### src/rtl/tmr_pkg.sv
package tmr_pkg;

  localparam int TMR_DLY_W_DEF = 3;

  // Phase of the countdown engine
  typedef enum logic [1:0] {
    TM_IDLE    = 2'd0,
    TM_RUN     = 2'd1,
    TM_EXPIRED = 2'd2
  } tmr_phase_e;

endpackage

### src/rtl/tmr_delay_src.sv
module tmr_delay_src #(
  parameter int DLY_W       = 3,
  parameter bit USE_RUNTIME = 1'b1,
  parameter int FIXED_DLY   = 4
) (
  input  logic [DLY_W-1:0] dly_i,
  output logic [DLY_W-1:0] dly_o
);

  generate
    if (USE_RUNTIME) begin : g_runtime
      assign dly_o = dly_i;
    end else begin : g_fixed
      logic unused_dly;
      assign unused_dly = ^dly_i;
      assign dly_o      = DLY_W'(FIXED_DLY);
    end
  endgenerate

endmodule

### src/rtl/tmr_countdown.sv
module tmr_countdown
  import tmr_pkg::*;
#(
  parameter int DLY_W = 3
) (
  input  logic             clk,
  input  logic             rst,
  input  logic             load_i,
  input  logic [DLY_W-1:0] val_i,
  output logic             done_o,
  output tmr_phase_e       phase_o
);

  localparam logic [DLY_W-1:0] ONE  = DLY_W'(1);
  localparam logic [DLY_W-1:0] ZERO = '0;

  logic [DLY_W-1:0] cnt_q;
  tmr_phase_e       phase_q;

  // Expiry of a running count (a load always takes precedence)
  assign done_o  = !load_i && (phase_q == TM_RUN) && (cnt_q == ONE);
  assign phase_o = phase_q;

  always_ff @(posedge clk) begin
    if (rst) begin
      cnt_q   <= ZERO;
      phase_q <= TM_IDLE;
    end else if (load_i) begin
      if (val_i > ONE) begin
        cnt_q   <= val_i - ONE;
        phase_q <= TM_RUN;
      end else begin
        cnt_q   <= ZERO;
        phase_q <= TM_EXPIRED;
      end
    end else if (phase_q == TM_RUN) begin
      cnt_q <= cnt_q - ONE;
      if (cnt_q == ONE) begin
        phase_q <= TM_EXPIRED;
      end
    end
  end


  hold_count_chk: assert property (@(posedge clk) disable iff (rst)
    (phase_q == TM_RUN && !load_i) |=> (cnt_q == $past(cnt_q) - ONE));


  run_nonzero_chk: assert property (@(posedge clk) disable iff (rst)
    (phase_q == TM_RUN) |-> (cnt_q != ZERO));

endmodule

### src/rtl/tmr_flag_stage.sv
module tmr_flag_stage (
  input  logic clk,
  input  logic rst,
  input  logic load_i,
  input  logic zero_i,
  input  logic one_i,
  input  logic done_i,
  output logic ready_o,
  output logic pulse_o
);

  logic ready_q;
  logic pulse_q;
  logic armed_q;
  logic bypass;

  // Zero-delay trigger reaches the outputs in the same cycle
  assign bypass  = load_i && zero_i;
  assign ready_o = ready_q || bypass;
  assign pulse_o = pulse_q || bypass;

  always_ff @(posedge clk) begin
    if (rst) begin
      ready_q <= 1'b0;
      pulse_q <= 1'b0;
      armed_q <= 1'b0;
    end else begin
      if (load_i) begin
        armed_q <= 1'b1;
        ready_q <= zero_i || one_i;
        pulse_q <= one_i;
      end else if (done_i) begin
        ready_q <= 1'b1;
        pulse_q <= 1'b1;
      end else begin
        pulse_q <= 1'b0;
      end
    end
  end


  idle_low_chk: assert property (@(posedge clk) disable iff (rst)
    (!armed_q && !load_i) |-> (!ready_o && !pulse_o));


  zero_bypass_chk: assert property (@(posedge clk) disable iff (rst)
    (load_i && zero_i) |-> (ready_o && pulse_o));


  sticky_ready_chk: assert property (@(posedge clk) disable iff (rst)
    (ready_q && !load_i) |=> ready_q);


  pulse_in_ready_chk: assert property (@(posedge clk) disable iff (rst)
    pulse_o |-> ready_o);


  pulse_single_chk: assert property (@(posedge clk) disable iff (rst)
    (pulse_q && !load_i) |=> !pulse_q);


  expire_sets_chk: assert property (@(posedge clk) disable iff (rst)
    done_i |=> (ready_q && pulse_q));

endmodule

### src/rtl/pulse_delay_timer.sv
module pulse_delay_timer
  import tmr_pkg::*;
#(
  parameter int DLY_W       = TMR_DLY_W_DEF,
  parameter bit USE_RUNTIME = 1'b1,
  parameter int FIXED_DLY   = 4
) (
  input  logic             clk,
  input  logic             rst,
  input  logic             trig_i,
  input  logic [DLY_W-1:0] delay_i,
  output logic             ready_o,
  output logic             ready_pulse_o
);

  localparam logic [DLY_W-1:0] ONE = DLY_W'(1);

  logic [DLY_W-1:0] dly_sel;
  logic             cnt_done;
  tmr_phase_e       phase;
  logic             dly_zero;
  logic             dly_one;

  assign dly_zero = (dly_sel == '0);
  assign dly_one  = (dly_sel == ONE);

  tmr_delay_src #(
    .DLY_W      (DLY_W),
    .USE_RUNTIME(USE_RUNTIME),
    .FIXED_DLY  (FIXED_DLY)
  ) u_src (
    .dly_i(delay_i),
    .dly_o(dly_sel)
  );

  tmr_countdown #(
    .DLY_W(DLY_W)
  ) u_cnt (
    .clk    (clk),
    .rst    (rst),
    .load_i (trig_i),
    .val_i  (dly_sel),
    .done_o (cnt_done),
    .phase_o(phase)
  );

  tmr_flag_stage u_flag (
    .clk    (clk),
    .rst    (rst),
    .load_i (trig_i),
    .zero_i (dly_zero),
    .one_i  (dly_one),
    .done_i (cnt_done),
    .ready_o(ready_o),
    .pulse_o(ready_pulse_o)
  );


  retrig_clear_chk: assert property (@(posedge clk) disable iff (rst)
    (trig_i && dly_sel > ONE) |=> (phase == TM_RUN));


  running_not_ready_chk: assert property (@(posedge clk) disable iff (rst)
    (phase == TM_RUN && !trig_i) |-> !ready_o);

endmodule

### config.mk
export PLATFORM = sky130hd
export DESIGN_NAME = pulse_delay_timer
export DESIGN_NICKNAME = d
export VERILOG_FILES = /design/src/rtl/tmr_pkg.sv /design/src/rtl/tmr_delay_src.sv /design/src/rtl/tmr_countdown.sv /design/src/rtl/tmr_flag_stage.sv /design/src/rtl/pulse_delay_timer.sv
export SDC_FILE = /design/constraint.sdc
export NUM_CORES = 1
export LEC_CHECK = 0
export ABC_AREA = 1
export BUFFER_PORTS_ARGS = -buffer_cell sky130_fd_sc_hd__buf_2
export CORE_AREA = 2 2 39 41
export DETAILED_ROUTE_END_ITERATION = 16
export DIE_AREA = 0 0 41 43
export HOLD_SLACK_MARGIN = 0.05
export SYNTH_ARGS = -nofsm -noshare
export SYNTH_HDL_FRONTEND = slang
export SYNTH_SLANG_ARGS = --single-unit
### constraint.sdc
create_clock -name clk -period 1.4 [get_ports clk]
set_input_delay 0.35 -clock clk [delete_from_list [all_inputs] [get_ports clk]]
set_output_delay 0.35 -clock clk [all_outputs]
set_load 0.005 [all_outputs]
# After elaboration in Yosys (flattened, before gate mapping)
# Index checks and enable logic that the tools add are counted.
[word_totals]
output_inout_bits = 2
elab_cells = 33
in_bits = 6
register_bits = 7
[classes]
n_reduce_logical = 12
magnitude_cmp = 1
n_mux = 11
n_eq_ne = 3
add_sub_neg = 2
[ops]
columns = ["op", "n"]
rows = [
  ["3-bit 2-to-1 mux", 3],
  ["2-bit 2-to-1 mux", 4],
  ["3-bit by 1-bit == test with 1-bit output, second input constant", 2],
  ["2-bit nonzero test", 3],
  ["3-bit by 1-bit subtractor with 3-bit output, second input constant", 2],
  ["1-bit 2-to-1 mux", 4],
  ["3-bit by 1-bit greater-than comparator with 1-bit output, second input constant", 1],
  ["1-bit logical AND", 3],
  ["3-bit logical NOT", 1],
  ["1-bit logical OR", 3],
  ["2-bit by 1-bit == test with 1-bit output, second input constant", 1],
  ["2-bit AND reduction", 1],
  ["1-bit logical NOT", 1],
]

# Depth between registers and ports, before layout
[logic_depth]
word_depth = 5
ltp_mapped = 9
ltp_nobuf = 9

# By module
# A second synthesis with hierarchy kept.
[hier_totals]
cells_unflattened = 85
hier_area_um2 = 538.0
[modules_own_cells]
columns = ["module", "area_per_inst_um2", "instances", "cells_each"]
rows = [
  ["tmr_countdown", 389.1, 1, 59],
  ["tmr_flag_stage", 103.8, 1, 17],
  ["pulse_delay_timer", 22.5, 1, 6],
  ["tmr_delay_src", 22.5, 1, 3],
]

# Least setup slack after synthesis
# Ideal clock, no wire load.
[synth_timing]
kind = "input to output"
startpoint = "input delay_i[0]"
endpoint = "output ready_o"
arrival_time_ns = 0.850
required_ns = 1.050
path_slack_ns = 0.200
path_buffers = 0
cell_stages = 4
path_cell_list = "clkinv_1 ha_1 nand3_1 nand2_1"
[synth_via]
elab_chain_cells = 3
[synth_lines]
columns = ["element", "line", "rtl"]
rows = [
  ["from (decl)", "pulse_delay_timer.sv:11", "input logic [DLY_W-1:0] delay_i,"],
  ["3-bit logical NOT", "pulse_delay_timer.sv:24", "assign dly_zero = (dly_sel == '0);"],
  ["1-bit logical AND", "tmr_flag_stage.sv:18", "assign bypass = load_i && zero_i;"],
  ["1-bit logical OR", "tmr_flag_stage.sv:19", "assign ready_o = ready_q || bypass;"],
  ["to (decl)", "pulse_delay_timer.sv:12", "output logic ready_o,"],
]
# No other way between the ends.

# Worst setup path in the final report
# Same ends and word-level chain as after synthesis.

==> impl_metrics.env <==
export IMPL_wl_per_cell_um=8.60
export IMPL_power_frac_comb_pct=20.5
export IMPL_critPathMaxFanout=4
export IMPL_vias_per_cell=4.47
export IMPL_yosys_warnings=0
export IMPL_fillerInstances=156
export IMPL_drt_wl_total_um=834
export IMPL_whs_path_depth=2
export IMPL_p_leak_nw=0.288
export IMPL_multi_input_area_um2=270
export IMPL_ant_nets=0
export IMPL_power_frac_clock_pct=36.1
export IMPL_root_buffer="clkbuf_4"
export IMPL_gp_congestion=0.722
export IMPL_grt_setup_unrepaired="no"
export IMPL_routed_via_count=434
export IMPL_p_total_mw=0.514
export IMPL_diodes=0
export IMPL_coreArea_um2=1380
export IMPL_worst_slew_pin_slew_ns=0.154
export IMPL_htreeDepth=1
export IMPL_drive_gt1_share_pct=24.7
export IMPL_finClkSkew_ns=0.000782
export IMPL_grt_pass1_vias=408
export IMPL_irDropWorstVdd_mv=0.486
export IMPL_path_cells="buf_2, clkinv_1, ha_2, nand3_2, nand2_1, buf_2"
export IMPL_drc=0
export IMPL_p_int_mw=0.368
export IMPL_whs_endpoint="u_cnt.phase_o[0]$_SDFFE_PP0P_"
export IMPL_grt_max_degree=8
export IMPL_min_period_ns=1.31
export IMPL_synthTopCellsByArea="dfxtp_1 31%, nand2_1 14%, ha_1 14%"
export IMPL_clkSinkCount=7
export IMPL_rows=14
export IMPL_r2r_start="u_cnt.cnt_q[1]$_SDFFE_PP0P_"
export IMPL_relSlewSlack_pct=89.7
export IMPL_grt_overflow=0
export IMPL_synth_top_area_share_pct=30.5
export IMPL_final_setup_viol_count=0
export IMPL_finalSetupTns_ns=0
export IMPL_portBuffers=7
export IMPL_synth_cell_area_um2=459
export IMPL_outcome="finished, final reports clean"
export IMPL_critPathKind="in -> out"
export IMPL_grt_pass1_wl_um=1520
export IMPL_p_seq_share_pct=43.4
export IMPL_hold_viol=0
export IMPL_maxSlewViolCount=0
export IMPL_ys_seq_elements=7
export IMPL_cts_tree="built"
export IMPL_antenna_found_initial=0
export IMPL_r2r_end="u_flag.ready_q$_SDFFE_PP0P_"
export IMPL_cts_made_buffers=3
export IMPL_initial_core_util_pct=33.2
export IMPL_synth_cell_type_count=15
export IMPL_die_height_um=43
export IMPL_register_area_um2=140
export IMPL_drv_cap=0
export IMPL_regToRegSetupSlack_ns=0.33
export IMPL_ys_seq_area_share_pct=30.5
export IMPL_fin_nets=93
export IMPL_post_cts_buffers=0
export IMPL_die_x_um=41
export IMPL_path_common_cell="buf_2"
export IMPL_worstHoldStart="rst"
export IMPL_syn_to_final_growth_pct=22.6
export IMPL_dp_hpwl_um=688
export IMPL_p_switching_mw=0.146
export IMPL_power_density_nw_per_um2=912
export IMPL_dieArea_um2=1760
export IMPL_min_path_type="in -> reg"
export IMPL_hold_buffers=0
export IMPL_crit_slowest_cell="ha_2"
export IMPL_path_clk_slew_ns=0.05
export IMPL_critical_path_startpoint_type="primary input"
export IMPL_clock_fmax_ghz=0.763
export IMPL_ioPinCount=8
export IMPL_avgSynthCellArea_um2=6.75
export IMPL_drt_iter0_drc=6
export IMPL_synth_nets=79
export IMPL_drt_pass1_iter_count=4
export IMPL_critPathCaptureType="output pin"
export IMPL_clkLatencyLatePin_ns=0.25
export IMPL_grt_usage_pct=13.4
export IMPL_synthCells=68
export IMPL_critPathArrivalTime_ns=0.96
export IMPL_ctsLongestPathBuffers=2
export IMPL_period_share_pct=93.6
export IMPL_switching_share_pct=28.4
export IMPL_synth_largest_area_cell="dfxtp_1"
export IMPL_worst_r2r_path_depth=9
export IMPL_cpPeakStageDelay_ns=0.18
export IMPL_critPathRequiredTime_ns=1.05
-- power groups by stage --
stage	combinational, mW	sequential [mW]	clock (mW)
floorplan	0.0714	0.226	0
global placement	0.103	0.227	0
detailed placement	0.105	0.227	0
CTS	0.106	0.223	0.197
global route	0.125	0.225	0.209
finish	0.105	0.223	0.185
-- worst max-delay path, delay by kind of cell --
family,cells,cell delay (ns)
adders and majority gates,1,0.18
buffers and inverters,3,0.29
and+or+nand+nor,2,0.15
-- flip-flops by register name, summed over array words and instances, names as in the netlist --
register        flops
u_cnt.phase_o       2
u_cnt.cnt_q         3
u_flag.pulse_q      1
u_flag.ready_q      1
-- stage by stage --
step,utilization (%),hold WS [ns],area (um^2),worst slack [ns],cells
floorplan,-,0.412,459,0.200,68
global placement,38.2,0.474,529,0.0173,93
detailed placement,38.2,0.472,529,0.00262,93
CTS,40.5,0.307,561,0.0474,97
global route,40.7,0.314,563,0.0224,97
finish,40.7,0.315,563,0.0896,97
-- how the worst max path moves through the flow --
stage / start / endpoint / slack, ns / cells after the start
global route: delay_i[0] / ready_o / 0.02 / 6
finish: delay_i[0] / ready_o / 0.09 / 6
floorplan: delay_i[0] / ready_o / 0.20 / 4
global placement: delay_i[0] / ready_o / 0.02 / 6
CTS: delay_i[0] / ready_o / 0.05 / 6
detailed placement: delay_i[0] / ready_o / 0.003 / 6
-- cell families after synthesis --
group	count (synthesis)	share of synthesized area (%)
AOI/OAI and AO/OA	13	17.4
adders and majority gates	5	13.6
buffers and inverters	15	12.3
DFF	7	30.5
and+or+nand+nor	28	26.2
-- layout by cell type (no fill, tap or decap) --
cell type	Yosys	layout
ha_1	5	4
a21oi_2	1	1
clkbuf_1	0	1
dfxtp_1	7	7
clkinv_1	1	1
buf_2	0	7
nand2_1	17	17
nor2_1	5	5
buf_4	0	2
a21oi_1	5	5
inv_2	2	3
nand3_2	1	2
nand3_1	4	3
clkbuf_4	0	3
o21ai_0	4	4
o21ai_1	2	2
ha_2	0	1
nand3b_1	1	1
inv_1	12	11
a21oi_4	1	1
-- timing repair --
action | CTS | global route
setup endpoints to repair | 1 | 2
cloned | 0 | 0
gates resized for setup | 1 | 2
pin swaps | 0 | 1
-- synth_stat cells --
library cell	n
a21oi_2	1
inv_2	2
nand3b_1	1
clkinv_1	1
a21oi_1	5
o21ai_1	2
nand3_1	4
nand2_1	17
inv_1	12
dfxtp_1	7
o21ai_0	4
a21oi_4	1
nand3_2	1
ha_1	5
nor2_1	5
-- routing by layer --
metal / routed length, um / GRT usage (%) / up-vias
met2: 383 / 19.4 / 7
li1: - / - / 237
met1: 399 / 15.2 / 190
met5: 0 / 0 / -
met4: 0 / 4.00 / 0
met3: 51 / 9.42 / 0
-- area by class of cell --
class,count,share of cell area (%)
multi-input combinational,46,48.0
inverter,15,10.0
tap,16,3.56
timing repair buffer,9,8.89
clock buffer,4,4.67
sequential,7,24.9
Power figures use the tool's default switching activity.
